$ cat src/rtl/tad_pkg.sv
package tad_pkg;
  localparam int WORD_W   = 16;
  localparam int ADDR_W   = 5;
  localparam int SUB_W    = 5;
  localparam int ADDR_LSB = 11;
  localparam int SUB_LSB  = 5;

  typedef struct packed {
    logic hit;
    logic bcast;
    logic mode;
  } tad_flags_t;
endpackage

$ cat src/rtl/tad_field_cmp.sv
module tad_field_cmp
  import tad_pkg::*;
#(
  parameter int P_WORD_W    = WORD_W,
  parameter int P_ADDR_W    = ADDR_W,
  parameter int P_SUB_W     = SUB_W,
  parameter int P_ADDR_LSB  = ADDR_LSB,
  parameter int P_SUB_LSB   = SUB_LSB,
  parameter bit P_MODE_ONES = 1'b1
) (
  input  logic [P_WORD_W-1:0] word,
  input  logic                cmd_sync,
  input  logic [P_ADDR_W-1:0] tadr,
  output tad_flags_t          flags
);
  localparam logic [P_ADDR_W-1:0] ADDR_ALL1 = '1;
  localparam logic [P_SUB_W-1:0]  SUB_ALL1  = '1;

  logic [P_ADDR_W-1:0] addr_f;
  logic [P_SUB_W-1:0]  sub_f;
  logic                addr_eq;
  logic                addr_bc;
  logic                sub_mode;

  assign addr_f  = word[P_ADDR_LSB +: P_ADDR_W];
  assign sub_f   = word[P_SUB_LSB +: P_SUB_W];
  assign addr_eq = (addr_f == tadr);
  assign addr_bc = (addr_f == ADDR_ALL1);

  generate
    if (P_MODE_ONES) begin : g_mode_both
      assign sub_mode = (sub_f == '0) || (sub_f == SUB_ALL1);
    end else begin : g_mode_zero
      assign sub_mode = (sub_f == '0);
    end
  endgenerate

  always_comb begin
    flags.hit   = cmd_sync & (addr_eq | addr_bc);
    flags.bcast = cmd_sync & addr_bc;
    flags.mode  = cmd_sync & sub_mode;
  end
endmodule

$ cat src/rtl/tad_win_hold.sv
module tad_win_hold
  import tad_pkg::*;
(
  input  logic       clk,
  input  logic       rst_n,
  input  logic       word_ok_n,
  input  tad_flags_t fresh,
  output tad_flags_t live,
  output logic       open_edge
);
  logic       prev_q, prev_d;
  tad_flags_t held_q;
  logic       cap_en;

  always_comb begin
    open_edge = prev_q & ~word_ok_n;
    cap_en    = open_edge;
    prev_d    = word_ok_n;
    live      = open_edge ? fresh : held_q;
  end

  always_ff @(posedge clk or negedge rst_n) begin
    if (!rst_n) begin
      prev_q <= 1'b1;
      held_q <= '0;
    end else begin
      prev_q <= prev_d;
      if (cap_en) begin
        held_q <= fresh;
      end
    end
  end

  // inside an open window the held flags do not move
  a_r7_hold_steady: assert property (@(posedge clk) disable iff (!rst_n)
    (!word_ok_n && !open_edge) |=> (held_q == $past(held_q)));
endmodule

$ cat src/rtl/tad_decoder.sv
module tad_decoder
  import tad_pkg::*;
#(
  parameter int P_WORD_W    = WORD_W,
  parameter int P_ADDR_W    = ADDR_W,
  parameter int P_SUB_W     = SUB_W,
  parameter int P_ADDR_LSB  = ADDR_LSB,
  parameter int P_SUB_LSB   = SUB_LSB,
  parameter bit P_MODE_ONES = 1'b1
) (
  input  logic                clk,
  input  logic                rst_n,
  input  logic [P_WORD_W-1:0] rx_word,
  input  logic                rx_cmd_sync,
  input  logic                word_ok_n,
  input  logic [P_ADDR_W-1:0] term_addr,
  output logic                own_hit,
  output logic                bcast_n,
  output logic                mode_n
);
  tad_flags_t fresh;
  tad_flags_t live;
  logic       open_edge;
  logic       win_on;

  tad_field_cmp #(
    .P_WORD_W   (P_WORD_W),
    .P_ADDR_W   (P_ADDR_W),
    .P_SUB_W    (P_SUB_W),
    .P_ADDR_LSB (P_ADDR_LSB),
    .P_SUB_LSB  (P_SUB_LSB),
    .P_MODE_ONES(P_MODE_ONES)
  ) u_cmp (
    .word    (rx_word),
    .cmd_sync(rx_cmd_sync),
    .tadr    (term_addr),
    .flags   (fresh)
  );

  tad_win_hold u_hold (
    .clk      (clk),
    .rst_n    (rst_n),
    .word_ok_n(word_ok_n),
    .fresh    (fresh),
    .live     (live),
    .open_edge(open_edge)
  );

  always_comb begin
    win_on  = rst_n & ~word_ok_n;
    own_hit = win_on & live.hit;
    bcast_n = ~(win_on & live.bcast);
    mode_n  = ~(win_on & live.mode);
  end

  // closed window keeps every indication inactive
  a_r6_idle_quiet: assert property (@(posedge clk) disable iff (!rst_n)
    word_ok_n |-> (!own_hit && bcast_n && mode_n));

  // broadcast always counts as a hit
  a_r3_bcast_hits: assert property (@(posedge clk) disable iff (!rst_n)
    !bcast_n |-> own_hit);

  // own address with command sync at window opening gives a hit
  a_r1_own_addr: assert property (@(posedge clk) disable iff (!rst_n)
    ($fell(word_ok_n) && $past(rst_n) && rx_cmd_sync &&
     rx_word[P_ADDR_LSB +: P_ADDR_W] == term_addr) |-> own_hit);

  // data sync at window opening keeps everything quiet
  a_r5_data_quiet: assert property (@(posedge clk) disable iff (!rst_n)
    (open_edge && !rx_cmd_sync) |-> (!own_hit && bcast_n && mode_n));

  // mode indication can only start when the window opens
  a_r4_mode_at_open: assert property (@(posedge clk) disable iff (!rst_n)
    ($fell(mode_n) && $past(rst_n)) |-> $fell(word_ok_n));

  // outputs frozen while a window stays open
  a_r7_out_stable: assert property (@(posedge clk) disable iff (!rst_n)
    (!word_ok_n && $past(!word_ok_n) && $past(rst_n)) |->
      ($stable(own_hit) && $stable(bcast_n) && $stable(mode_n)));
endmodule

$ cat config.mk
export PLATFORM = sky130hd
export DESIGN_NAME = tad_decoder
export DESIGN_NICKNAME = d
export VERILOG_FILES = /design/src/rtl/tad_pkg.sv /design/src/rtl/tad_field_cmp.sv /design/src/rtl/tad_win_hold.sv /design/src/rtl/tad_decoder.sv
export SDC_FILE = /design/constraint.sdc
export NUM_CORES = 1
export LEC_CHECK = 0
export BUFFER_PORTS_ARGS = -buffer_cell sky130_fd_sc_hd__buf_2
export CORE_AREA = 2 2 39 41
export DETAILED_ROUTE_END_ITERATION = 7
export DIE_AREA = 0 0 41 43
export PLACE_DENSITY_LB_ADDON = 0.3
export SYNTH_ARGS = -nofsm -noshare
export SYNTH_HDL_FRONTEND = slang
export SYNTH_HIERARCHICAL = 1
export SYNTH_SLANG_ARGS = --single-unit
export TNS_END_PERCENT = 10
$ cat constraint.sdc
create_clock -name clk -period 2.3 [get_ports clk]
set_clock_uncertainty 0.15 [all_clocks]
set_input_delay 0.23 -clock clk [delete_from_list [all_inputs] [get_ports clk]]
set_output_delay 0.23 -clock clk [all_outputs]
set_load 0.01 [all_outputs]
# [Yosys cells after proc, flatten, opt, wreduce, memory -nomap -nowiden]
# Index checks and enable logic that the tools add are counted.
[classes] eq_ne=3 muxes=1 bitwise=12 n_reduce_logical=2
[ops] operator="$eq 5x5->1 const B" n=2
[ops] operator="$and 1x1->1" n=8
[ops] operator="$eq 5x5->1" n=1
[ops] operator="$logic_not 5->1" n=1
[ops] operator="$mux 3" n=1
[ops] operator="$not 1->1" n=3
[ops] operator="$logic_or 1x1->1" n=1
[ops] operator="$or 1x1->1" n=1
[word_totals] regBits=4 inputBits=25 output_inout_bits=3 wordCells=22

# [Logic depth before layout (Yosys ltp)]
[logic_depth] ltp_word=6 ltp_mapped=5 depth_no_buf=5

# [Cells and area by module]
# Netlist, hierarchy kept.
[by_module_without_submodules] mod="tad_win_hold" instances=1 cells_each=9 area_per_inst_um2=163.9
[by_module_without_submodules] mod="tad_field_cmp" instances=1 cells_each=14 area_per_inst_um2=102.6
[by_module_without_submodules] mod="tad_decoder" instances=1 cells_each=3 area_per_inst_um2=23.8

# [Worst setup path before layout]
# OpenSTA, ideal clock, no wires.
[synth_timing] path_type="input-to-output" from="in rx_word[5]" to="out mode_n" arrival_ns=1.219 setup_slack_ns=0.701 path_stages=5 path_buffers=0 path_cell_list="or4_1 mux2i_1 and2_1 mux2_4 nand3b_1"
[synth_lines] item="from (decl)" line_no="tad_decoder.sv:13" rtl="input logic [P_WORD_W-1:0] rx_word,"
[synth_lines] item="to (decl)" line_no="tad_decoder.sv:19" rtl="output logic mode_n"

==> results.py <==
metrics = {
    "status": {
        "status": "complete, no violations",
    },
    "grt": {
        "grt-ovfl-total": 0,
        "grt_pass1_vias": 247,
        "grt_max_degree": 8,
        "antenna_found_initial": 0,
        "grt_usage_pct": 8.249,
        "grt_pass1_wl_um": 959,
    },
    "critical_path": {
        "cp.required_ns": 1.92,
        "arrival_ns": 1.67,
        "rr_endpoint": "u_hold/held_q[0]",
        "crit_path_end_kind": "output pin",
        "r2r-start": "u_hold/prev_q",
        "path_max_fanout": 5,
        "reg2reg_depth": 2,
        "crit_type": "in2out",
        "start_kind": "input pin",
        "reg2reg_slack_ns": 1.12,
    },
    "job": {
        "maxCapViolations": 0,
    },
    "drt": {
        "drcViolationCount": 0,
        "ant_nets": 0,
        "first_iter_violations": 2,
        "dr.pass1.iters": 2,
        "vias": 270,
        "wire_per_inst_um": 8.779,
        "wl_um": 597,
        "vias_per_cell": 3.971,
    },
    "cells_and_area": {
        "fillers": 140,
        "antenna_cells": 0,
        "nNetsFinal": 78,
        "finalCoreUtilization_pct": 33.09,
        "final_common_cell": "buf_2",
        "multi_input_area_sq_um": 185.2,
        "layout_common_cells": "21 x buf_2, 4 x xor2_1, 3 x clkbuf_4, 3 x mux2_4, 3 x dfrtp_1",
        "fin_area_sq_um": 457.9,
        "ff_latch_area_sq_um": 101.3,
        "drive_above_1_share_pct": 57.69,
        "syn2layout_area_growth_pct": 59.83,
    },
    "cts": {
        "cts_setup_buffers": 0,
        "clock-sinks": 4,
        "tritoncts": "yes",
        "cts.clk_slew.worst_paths_ns": 0.04,
        "insertion_delay_ns": 0.23,
        "cts-buffers-inserted": 3,
        "cts-root-buf": "clkbuf_4",
        "cts.htree.levels": 1,
        "cts_buffer_depth": 2,
    },
    "floorplan": {
        "die_y_um": 43,
        "rows": 14,
        "die-area_sq_mm": 0.001763,
        "ios": 28,
        "coreArea_sq_mm": 0.001384,
        "start_util_pct": 20.71,
        "die_width_um": 41,
    },
    "timing": {
        "tns_ns": 0,
        "whs_ns": 0.1931,
        "min_period_ns": 2.055,
        "worstMarginPinSlew_ns": 0.2400,
        "post-route-period-util_pct": 89.33,
        "hold_viol_final": 0,
        "rsz0062_at_grt": "no",
        "relSlewSlack_pct": 83.86,
        "slew_violations": 0,
        "fmax_ghz": 0.4867,
        "finalSetupViolations": 0,
    },
    "pwr": {
        "p_per_area_mw_per_mm2": 463.1,
        "ir_drop_mv": 0.1271,
        "p_leak_nw": 0.2372,
    },
    "place": {
        "gp_congestion": 0.5660,
        "post_dp_cell_area_sq_um": 411.6,
        "port_buffers": 21,
    },
    "yosys": {
        "syn_inst": 25,
        "syn_area_sq_um": 286.5,
        "postSynthAreaPerCell_sq_um": 11.46,
        "syn_nets": 50,
        "yosys_warnings": 6,
    },
    "worst_hold_path": {
        "worstHoldPathType": "in2async",
    },
}
-- through the flow --
step / power [mW] / setup WS (ns) / cells
floorplan: 0.09187 / 0.7015 / 25
global placement: 0.1144 / 0.4766 / 62
detailed placement: 0.1149 / 0.4833 / 62
CTS: 0.2186 / 0.2320 / 68
global route: 0.2280 / 0.2055 / 68
finish: 0.2121 / 0.2455 / 68
-- registers in the layout, summed over array words and instances (netlist names) --
name / count
u_hold/held_q: 3
u_hold/prev_q: 1
-- layout make-up --
cell class / instances / share of cell area, %
Timing Repair Buffer: 23 / 27.32
Clock buffer: 4 / 5.738
Tap cell: 16 / 4.372
Sequential cell: 4 / 22.13
Multi-Input combinational cell: 21 / 40.44
-- metal layers --
layer / part of all wire (%) / GRT usage, %
met5: 0 / 0
met4: 0 / 8.000
met2: 39 / 8.750
met3: 11 / 1.571
met1: 49 / 12.62
-- power breakdown --
group          switching [mW]  leakage, nW  internal, mW  total (mW)
Sequential            0.00119       0.0521        0.0738      0.0750
Combinational          0.0165        0.170        0.0246      0.0412
Clock                  0.0307       0.0150        0.0652      0.0960
-- worst max-delay path, stage by stage --
cell	delay, ns
dlygate4sd3_1	0.53
buf_2	0.14
nand2b_4	0.16
mux2_4	0.30
and3b_1	0.17
buf_2	0.13
-- how the worst max path moves through the flow --
stage	startpoint	endpoint	slack, ns	depth (start not counted)
after floorplan	rx_word[5]	mode_n	0.70	5
after global placement	rx_word[5]	mode_n	0.48	7
after detailed placement	rx_word[5]	mode_n	0.48	7
after CTS	word_ok_n	own_hit	0.23	6
after global routing	word_ok_n	own_hit	0.21	6
final	word_ok_n	own_hit	0.25	6
-- timing repair --
action / in CTS / in global routing
endpoints found under the hold margin: 5 / 0
hold buffers: 2 / 0
gates resized for setup: 0 / 0
(Power assumes the default switching activity.)
